`src/rtl/nest_pkg.sv`:
```
package nest_pkg;
  parameter int NEST_HOSTS = 10;
  parameter int NEST_CHANS = 10;
  parameter int LVL_W      = 9;
  localparam int HOST_W    = $clog2(NEST_HOSTS + 1);
  localparam int CHAN_W    = $clog2(NEST_CHANS);
  localparam logic [LVL_W-1:0] LVL_IDLE = LVL_W'(1) << (LVL_W - 1);

  typedef enum logic [1:0] {
    NEST_OFF         = 2'd0,
    NEST_AUTO_HOST   = 2'd1,
    NEST_AUTO_GLOBAL = 2'd2,
    NEST_MANUAL      = 2'd3
  } nestMode_e;

  typedef struct packed {
    logic [NEST_HOSTS-1:0] wrHost;
    logic                  wrGlob;
    logic [LVL_W-1:0]      wrVal;
    logic [NEST_HOSTS-1:0] takeHost;
    logic                  takeGlob;
    logic [LVL_W-1:0]      takeVal;
    logic [NEST_HOSTS-1:0] relHost;
    logic                  relGlob;
  } nestStrobe_t;
endpackage

```
`src/rtl/nest_ctrl.sv`:
```
module nest_ctrl
  import nest_pkg::*;
(
  input  logic [1:0]        nestMode,
  input  logic              takeValid,
  input  logic [CHAN_W-1:0] takeChan,
  input  logic [HOST_W-1:0] takeHost,
  input  logic              eoiValid,
  input  logic [HOST_W-1:0] eoiHost,
  input  logic              regWrEn,
  input  logic [HOST_W-1:0] regAddr,
  input  logic [31:0]       regWrData,
  output nestStrobe_t       strb
);
  nestMode_e modeSel;
  logic autoHost, autoGlob, wrHit;

  always_comb begin
    modeSel  = nestMode_e'(nestMode);
    autoHost = (modeSel == NEST_AUTO_HOST);
    autoGlob = (modeSel == NEST_AUTO_GLOBAL);
    wrHit    = regWrEn && (!(autoHost || autoGlob) || regWrData[31]);
  end

  always_comb begin
    strb.wrVal    = regWrData[LVL_W-1:0];
    strb.wrGlob   = wrHit && (regAddr == HOST_W'(NEST_HOSTS));
    strb.takeVal  = LVL_W'(takeChan);
    strb.takeGlob = autoGlob && takeValid;
    strb.relGlob  = autoGlob && eoiValid;
  end

  for (genvar h = 0; h < NEST_HOSTS; h++) begin : g_host
    always_comb begin
      strb.wrHost[h]   = wrHit && (regAddr == HOST_W'(h));
      strb.takeHost[h] = autoHost && takeValid && (takeHost == HOST_W'(h));
      strb.relHost[h]  = autoHost && eoiValid && (eoiHost == HOST_W'(h));
    end
  end
endmodule

```
`src/rtl/nest_datapath.sv`:
```
module nest_datapath
  import nest_pkg::*;
(
  input  logic                           clk,
  input  logic                           rstN,
  input  logic [1:0]                     nestMode,
  input  nestStrobe_t                    strb,
  input  logic [HOST_W-1:0]              regAddr,
  output logic [31:0]                    regRdData,
  output logic [NEST_HOSTS*NEST_CHANS-1:0] hostMask
);
  logic [NEST_HOSTS-1:0][LVL_W-1:0] hostLvl;
  logic [LVL_W-1:0] globLvl;

  for (genvar h = 0; h < NEST_HOSTS; h++) begin : g_lvl
    always_ff @(posedge clk or negedge rstN) begin
      if (!rstN)                  hostLvl[h] <= LVL_IDLE;
      else if (strb.wrHost[h])    hostLvl[h] <= strb.wrVal;
      else if (strb.takeHost[h])  hostLvl[h] <= strb.takeVal;
      else if (strb.relHost[h])   hostLvl[h] <= LVL_IDLE;
    end

    AST_WRITE_LOADS: assert property (@(posedge clk) disable iff (!rstN)
      strb.wrHost[h] |=> hostLvl[h] == $past(strb.wrVal));
    AST_TAKE_LOADS: assert property (@(posedge clk) disable iff (!rstN)
      (strb.takeHost[h] && !strb.wrHost[h]) |=> hostLvl[h] == $past(strb.takeVal));
    AST_RELEASE_IDLE: assert property (@(posedge clk) disable iff (!rstN)
      (strb.relHost[h] && !strb.takeHost[h] && !strb.wrHost[h]) |=> hostLvl[h] == LVL_IDLE);

    logic [LVL_W-1:0] effLvl;
    always_comb effLvl = (nestMode == NEST_AUTO_GLOBAL) ? globLvl : hostLvl[h];

    for (genvar c = 0; c < NEST_CHANS; c++) begin : g_chan
      always_comb hostMask[h*NEST_CHANS + c] =
        (nestMode != NEST_OFF) && (LVL_W'(c) >= effLvl);
    end
  end

  always_ff @(posedge clk or negedge rstN) begin
    if (!rstN)              globLvl <= LVL_IDLE;
    else if (strb.wrGlob)   globLvl <= strb.wrVal;
    else if (strb.takeGlob) globLvl <= strb.takeVal;
    else if (strb.relGlob)  globLvl <= LVL_IDLE;
  end

  always_comb begin
    regRdData = '0;
    for (int h = 0; h < NEST_HOSTS; h++)
      if (regAddr == HOST_W'(h)) regRdData[LVL_W-1:0] = hostLvl[h];
    if (regAddr == HOST_W'(NEST_HOSTS)) regRdData[LVL_W-1:0] = globLvl;
  end

  AST_GLOB_TAKE: assert property (@(posedge clk) disable iff (!rstN)
    (strb.takeGlob && !strb.wrGlob) |=> globLvl == $past(strb.takeVal));
  AST_OFF_UNMASKED: assert property (@(posedge clk) disable iff (!rstN)
    (nestMode == NEST_OFF) |-> hostMask == '0);
  AST_MANUAL_HOLD: assert property (@(posedge clk) disable iff (!rstN)
    (nestMode == NEST_MANUAL && strb.wrHost == '0 && !strb.wrGlob)
      |=> ($stable(hostLvl) && $stable(globLvl)));
  AST_RESERVED_READ: assert property (@(posedge clk) disable iff (!rstN)
    (regAddr > HOST_W'(NEST_HOSTS)) |-> regRdData == '0);
endmodule

```
`src/rtl/nest_level_ctrl.sv`:
```
module nest_level_ctrl
  import nest_pkg::*;
(
  input  logic                             clk,
  input  logic                             rstN,
  input  logic [1:0]                       nestMode,
  input  logic                             takeValid,
  input  logic [CHAN_W-1:0]                takeChan,
  input  logic [HOST_W-1:0]                takeHost,
  input  logic                             eoiValid,
  input  logic [HOST_W-1:0]                eoiHost,
  input  logic                             regWrEn,
  input  logic [HOST_W-1:0]                regAddr,
  input  logic [31:0]                      regWrData,
  output logic [31:0]                      regRdData,
  output logic [NEST_HOSTS*NEST_CHANS-1:0] hostMask
);
  nestStrobe_t strb;

  nest_ctrl u_ctrl (
    .nestMode (nestMode),
    .takeValid(takeValid),
    .takeChan (takeChan),
    .takeHost (takeHost),
    .eoiValid (eoiValid),
    .eoiHost  (eoiHost),
    .regWrEn  (regWrEn),
    .regAddr  (regAddr),
    .regWrData(regWrData),
    .strb     (strb)
  );

  nest_datapath u_dp (
    .clk      (clk),
    .rstN     (rstN),
    .nestMode (nestMode),
    .strb     (strb),
    .regAddr  (regAddr),
    .regRdData(regRdData),
    .hostMask (hostMask)
  );
endmodule

```
`config.mk`:
```
export PLATFORM = sky130hd
export DESIGN_NAME = nest_level_ctrl
export DESIGN_NICKNAME = d
export VERILOG_FILES = /design/src/rtl/nest_pkg.sv /design/src/rtl/nest_ctrl.sv /design/src/rtl/nest_datapath.sv /design/src/rtl/nest_level_ctrl.sv
export SDC_FILE = /design/constraint.sdc
export NUM_CORES = 1
export LEC_CHECK = 0
export BUFFER_PORTS_ARGS = -buffer_cell sky130_fd_sc_hd__buf_2
export CORE_UTILIZATION = 55
export CTS_CLUSTER_SIZE = 25
export DETAILED_ROUTE_END_ITERATION = 6
export GPL_TIMING_DRIVEN = 1
export PLACE_DENSITY = 0.8
export SLEW_MARGIN = 20
export SYNTH_ARGS = -nofsm -noshare
export SYNTH_HDL_FRONTEND = slang
export SYNTH_SLANG_ARGS = --single-unit
```
`constraint.sdc`:
```
create_clock -name clk -period 5.72 [get_ports clk]
set_input_delay 0.286 -clock clk [delete_from_list [all_inputs] [get_ports clk]]
set_output_delay 0.286 -clock clk [all_outputs]
set_load 0.005 [all_outputs]
```
## Yosys cells after proc, flatten, opt, wreduce, memory -nomap -nowiden

Index checks and enable logic that the tools add are counted.

| storage, ports and cells | value |
|---|---|
| bits in registers | 99 |
| bits of input ports | 55 |
| word-level logic and storage cells | 349 |

| operators by class | value |
|---|---|
| magnitude comparators | 100 |
| equality and inequality tests | 30 |
| mux-type cells | 54 |
| reduce and logical (&&, ||, !) cells | 154 |

Operators with widths:

| operator | number |
|---|---|
| 9-bit two-way mux | 54 |
| 3-bit by 9-bit >= comparator with 1-bit output (first input constant) | 40 |
| 1-bit by 9-bit >= comparator with 1-bit output (first input constant) | 20 |
| 2-bit by 9-bit >= comparator with 1-bit output (first input constant) | 20 |
| 4-bit by 9-bit >= comparator with 1-bit output (first input constant) | 20 |
| 1-bit logical AND | 136 |
| 4-bit by 3-bit equality test with 1-bit output (second input constant) | 12 |
| 3-bit nonzero test | 11 |
| 4-bit equality test (second input constant) | 7 |
| 4-bit by 2-bit equality test with 1-bit output (second input constant) | 6 |
| 4-bit by 1-bit equality test with 1-bit output (second input constant) | 3 |
| 4-bit zero test | 3 |
| 2-bit by 1-bit equality test with 1-bit output (second input constant) | 1 |
| 2-bit equality test (second input constant) | 1 |
| 1-bit logical OR | 2 |
| 2-bit nonzero test | 1 |
| 1-bit zero test | 1 |

## Longest topological paths before layout

| logic depth | value |
|---|---|
| depth in word-level cells | 12 |
| mapped depth | 10 |
| mapped depth without buffers | 6 |

## Cells and area by module

A second synthesis with hierarchy kept.

| second synthesis, totals | value |
|---|---|
| cell total of the unflattened synthesis | 1,137 |
| area, all modules | 8,106.5 um^2 |

Modules (own cells, without submodules):

| module | instances | cells each | area each (um^2) |
|---|---|---|---|
| nest_datapath | 1 | 1,061 | 7,638.6 |
| nest_ctrl | 1 | 76 | 467.9 |

## Least setup slack after synthesis

Ideal clock, no wire load.

| timing path | value |
|---|---|
| kind | reg-to-output |
| start | register u_dp.globLvl[5] |
| end | output hostMask[30] |
| arrival time | 2.036 ns |
| required time | 5.434 ns |
| path slack | 3.398 ns |
| stages on the path, launching flop included | 6 |
| path buffers | 1 |
| path through | dfrtp_1 or4_4 o21ai_4 or4b_1 buf_2 a2111oi_4 |

| on the way | value |
|---|---|
| longest elaborated chain between the ends | 3 |

RTL lines:

| item | RTL line | text |
|---|---|---|
| start: declaration | nest_datapath.sv:13 | `logic [LVL_W-1:0] globLvl;` |
| start signal: assignment | nest_datapath.sv:41 | `else if (strb.wrGlob) globLvl <= strb.wrVal;` |
| start signal: assignment | nest_datapath.sv:42 | `else if (strb.takeGlob) globLvl <= strb.takeVal;` |
| 9-bit two-way mux | nest_datapath.sv:31 | `always_comb effLvl = (nestMode == NEST_AUTO_GLOBAL) ? globLvl : hostLvl[h];` |
| 1-bit by 9-bit >= comparator with 1-bit output | nest_datapath.sv:35 | `(nestMode != NEST_OFF) && (LVL_W'(c) >= effLvl);` |
| 1-bit logical AND | nest_datapath.sv:35 |  |
| end: declaration | nest_level_ctrl.sv:16 | `output logic [NEST_HOSTS*NEST_CHANS-1:0] hostMask` |

No other way between the ends.

## Worst setup path after layout

| timing path | value |
|---|---|
| start | register u_dp.hostLvl[49] (netlist name) |
| end | output hostMask[50] |

| on the way | value |
|---|---|
| longest elaborated chain between the ends | 3 |

RTL lines:

| item | RTL line | text |
|---|---|---|
| start: declaration | nest_datapath.sv:12 | `logic [NEST_HOSTS-1:0][LVL_W-1:0] hostLvl;` |
| start signal: indexed assignment | nest_datapath.sv:18 | `else if (strb.wrHost[h]) hostLvl[h] <= strb.wrVal;` |
| start signal: indexed assignment | nest_datapath.sv:19 | `else if (strb.takeHost[h]) hostLvl[h] <= strb.takeVal;` |
| 9-bit two-way mux | nest_datapath.sv:31 |  |
| 1-bit by 9-bit >= comparator with 1-bit output | nest_datapath.sv:35 |  |
| 1-bit logical AND | nest_datapath.sv:35 |  |

No other way between the ends.

==> key figures <==
Run status
  • Status: finished, final reports clean

Clock tree
  • Post_cts resized: 0
  • H-tree Lvls: 3
  • Num CTS Buffers: 9
  • CTS tree: done
  • Clk slew on worst S/H paths: 0.06 ns
  • CTS sink count: 99
  • Clock root buffer: clkbuf_16
  • Clock Latency Late Sink: 0.35 ns
  • Bufs on Longest Clock Path: 2

Setup path
  • Worst Path Required: 5.43 ns
  • Setup crit start: u_dp.hostLvl[49]
  • Critical Path Start Type: register
  • Crit-path cells: or4_1 -> o21ai_0 -> nand4_1 -> a2111oi_0 -> buf_2
  • Reg2reg start: u_dp.globLvl[1]
  • CP Capture Type: output pin
  • Critical-path top delay cell: or4_1
  • CP Max Fanout: 8
  • CP Data Arrival Time: 2.89 ns
  • WS Path Type: reg2out
  • Largest stage delay, worst path: 0.57 ns
  • Flop-to-flop setup slack: around 4.6 ns

Place
  • Dpl hpwl: 18.0 mm
  • Dpl cells: about 1.1k
  • Worst slack, placed: 2.48 ns
  • Routability cong.: 1.01
  • Port Buffers: 141

STA
  • Fmax: 315 MHz
  • Period utilization: a little under three fifths
  • Max transition margin: 29.3%
  • Post-Route Skew: 0 ns
  • Setup Viol. Count Final: 0
  • Hold WS: about 0.27 ns
  • Final setup TNS: 0 ns
  • Worst Max-Slew Pin Slew: roughly 1.1 ns
  • Fin. Hold Viols: 0
  • Final Max Tran Viols: 0
  • Setup ws final: 2.55 ns
  • Minimum clock period: 3.17 ns
  • RSZ-0062 raised after global routing: no

Drt
  • Antenna-violating nets left: 0
  • DRT Pass-1 Iters: 6
  • Via density: slightly below 7
  • First DRT Iteration DRCs: 1050
  • # DRC: 0
  • Routed len/inst: 22.4 um
  • DR vias: 7574
  • Final WL: between 20 and 25 mm

Floorplanning
  • I/O pin total: 187
  • DIE WIDTH: 117 um
  • Die Ht: between 100 and 150 um
  • Initial core utilization: 56.7%
  • Core area: 12700 um2
  • Standard-cell row count: 41
  • Die ar.: between 10000 and 15000 um2

Synthesis
  • Seq/Total Area, Yosys: 34.5%
  • Top_reg_cell synth: dfrtp_1
  • Synth cell types: 74
  • Cell Area, Synth: around 7000 um2
  • Mean post-synth cell area: just under 9 um2
  • #FFs+latches synth: a little under 100
  • Async set-reset flop share out of synthesis: 100%
  • Post-Syn Instances: 832
  • Ys Warns: 0
  • EDFF count, synth: 0

GRT
  • GR Util All Layers: 37.3%
  • Vias in the first global route: between 6k and 7k
  • Initial antenna violation count: 0
  • First-pass GRT wire length: 37.1 mm
  • Overflow after GRT: 0
  • Largest net degree at the start of global routing: 60

Final layout
  • Layout cell share with drive strength beyond 1: 22.0%
  • Area grow syn2layout: 13.7%
  • # diodes: 0
  • Fill cell count: 1099
  • # nets final: 985
  • Core Util, Final: 64.5%
  • Final Non-Filler Cells: 1104

Worst hold path
  • Min-delay src: regWrData[8]
  • Worst hold path class: in2reg

Power
  • Max IR drop VDD: 0.000160 V
  • Leakage power: 3.99 nW
  • Pwr Density: 320 nW/um2

Flow run
  • Max Cap Viol: 0
==> sequential cells by signal (all words and copies together) (netlist names) <==
register      count
u_dp.hostLvl     90
u_dp.globLvl      9
==> worst max-delay path: cells and delay by family, from the launching register on <==
kind            cells  cell delay (ns)
flops               1             0.39
compound gates      2             1.00
simple gates        2             0.95
buf+inv             1             0.20
==> area by class of cell <==
cell class	instances	area [um2]	share of cell area [%]
Multi-Input combinational cell	619	4230	51.5
Timing Repair Buffer	151	783	9.55
Tap cell	172	215	2.62
Sequential cell	99	2490	30.4
Inverter	47	176	2.15
Clock inverter	6	80.1	0.976
Clock buffer	10	229	2.79
==> routing by layer <==
layer | part of all wire [%] | track usage, %
met5 | 0 | 0
met4 | 5.9 | 22.1
met3 | 12 | 7.84
met2 | 43 | 57.6
met1 | 39 | 48.5
==> cells in the mapped netlist (all sizes together) (25+ instances only) <==
cell | instances | area, um2
a21oi | 48 | 240
a221o | 34 | 340
a22o | 46 | 403
and3 | 25 | 156
buf | 34 | 225
clkbuf | 55 | 208
dfrtp | 88 | 2200
inv | 47 | 176
mux2i | 27 | 270
nand2 | 41 | 154
nor2 | 66 | 248
nor3 | 44 | 225
o21ai | 45 | 236
==> metrics by stage <==
stage,power [mW],instance area [um2]
4_1_cts,2.60,8180
5_1_grt,2.77,8200
2_1_floorplan,1.60,7300
6_report,2.63,8200
3_3_place_gp,1.94,7860
3_5_place_dp,1.96,7860
==> what timing repair did <==
| item | CTS | global route |
|---|---|---|
| hold buffers | 1 | 0 |
| endpoints found under the hold margin | 42 | 0 |
| setup buffers | 0 | 0 |
==> power breakdown <==
group | internal, mW | total (mW) | switching (mW)
sequential | 0.866 | 1.06 | 0.190
clock | 0.380 | 0.642 | 0.262
combinational | 0.420 | 0.929 | 0.509
==> placed cells by master (no fill, tap or decap), types with 6 or more instances in the layout <==
| master | synthesis | final |
|---|---|---|
| or3_1 | 7 | 7 |
| buf_2 | 9 | 140 |
| mux4_2 | 6 | 6 |
| and3_1 | 25 | 25 |
| o2bb2ai_1 | 6 | 6 |
| inv_1 | 46 | 46 |
| and2_1 | 9 | 9 |
| nand2_1 | 41 | 41 |
| a221o_1 | 34 | 34 |
| a21o_1 | 7 | 7 |
| nand3_1 | 10 | 10 |
| a22o_1 | 46 | 46 |
| nor2b_1 | 9 | 9 |
| a31oi_1 | 11 | 11 |
| nor2_1 | 66 | 66 |
| nor3_1 | 43 | 42 |
| a21oi_1 | 48 | 48 |
| nand4_1 | 8 | 8 |
| mux2i_1 | 27 | 27 |
| conb_1 | 1 | 23 |
| o21ai_0 | 40 | 40 |
| buf_4 | 23 | 9 |
| o31ai_1 | 8 | 8 |
| o31a_1 | 7 | 7 |
| a221oi_1 | 11 | 11 |
| dfrtp_1 | 88 | 88 |
| nand2b_1 | 12 | 12 |
| clkbuf_16 | 0 | 9 |
| o22ai_1 | 9 | 9 |
| dfstp_2 | 11 | 11 |
==> cell families (layout without fill, tap and decap cells) <==
group	count (synthesis)	count (layout)	share of synthesized area, %
adders and majority gates	3	3	0.520
other	1	23	0.0520
muxes	34	34	5.77
and+or+nand+nor	280	280	21.8
AOI/OAI and AO/OA	279	279	28.9
DFF	99	99	34.5
buffers and inverters	136	214	8.44
==> final timing paths <==
kind | endpoint | cells after the start
max in group asynchronous | u_dp.hostLvl[32] | 3
hold / removal | u_dp.hostLvl[80] | 3
setup / recovery | hostMask[50] | 5
hold reg to reg | u_dp.globLvl[8] | 2
setup reg to reg | u_dp.globLvl[1] | 1
min in group asynchronous | u_dp.hostLvl[59] | 2
Power figures use the tool's default switching activity.
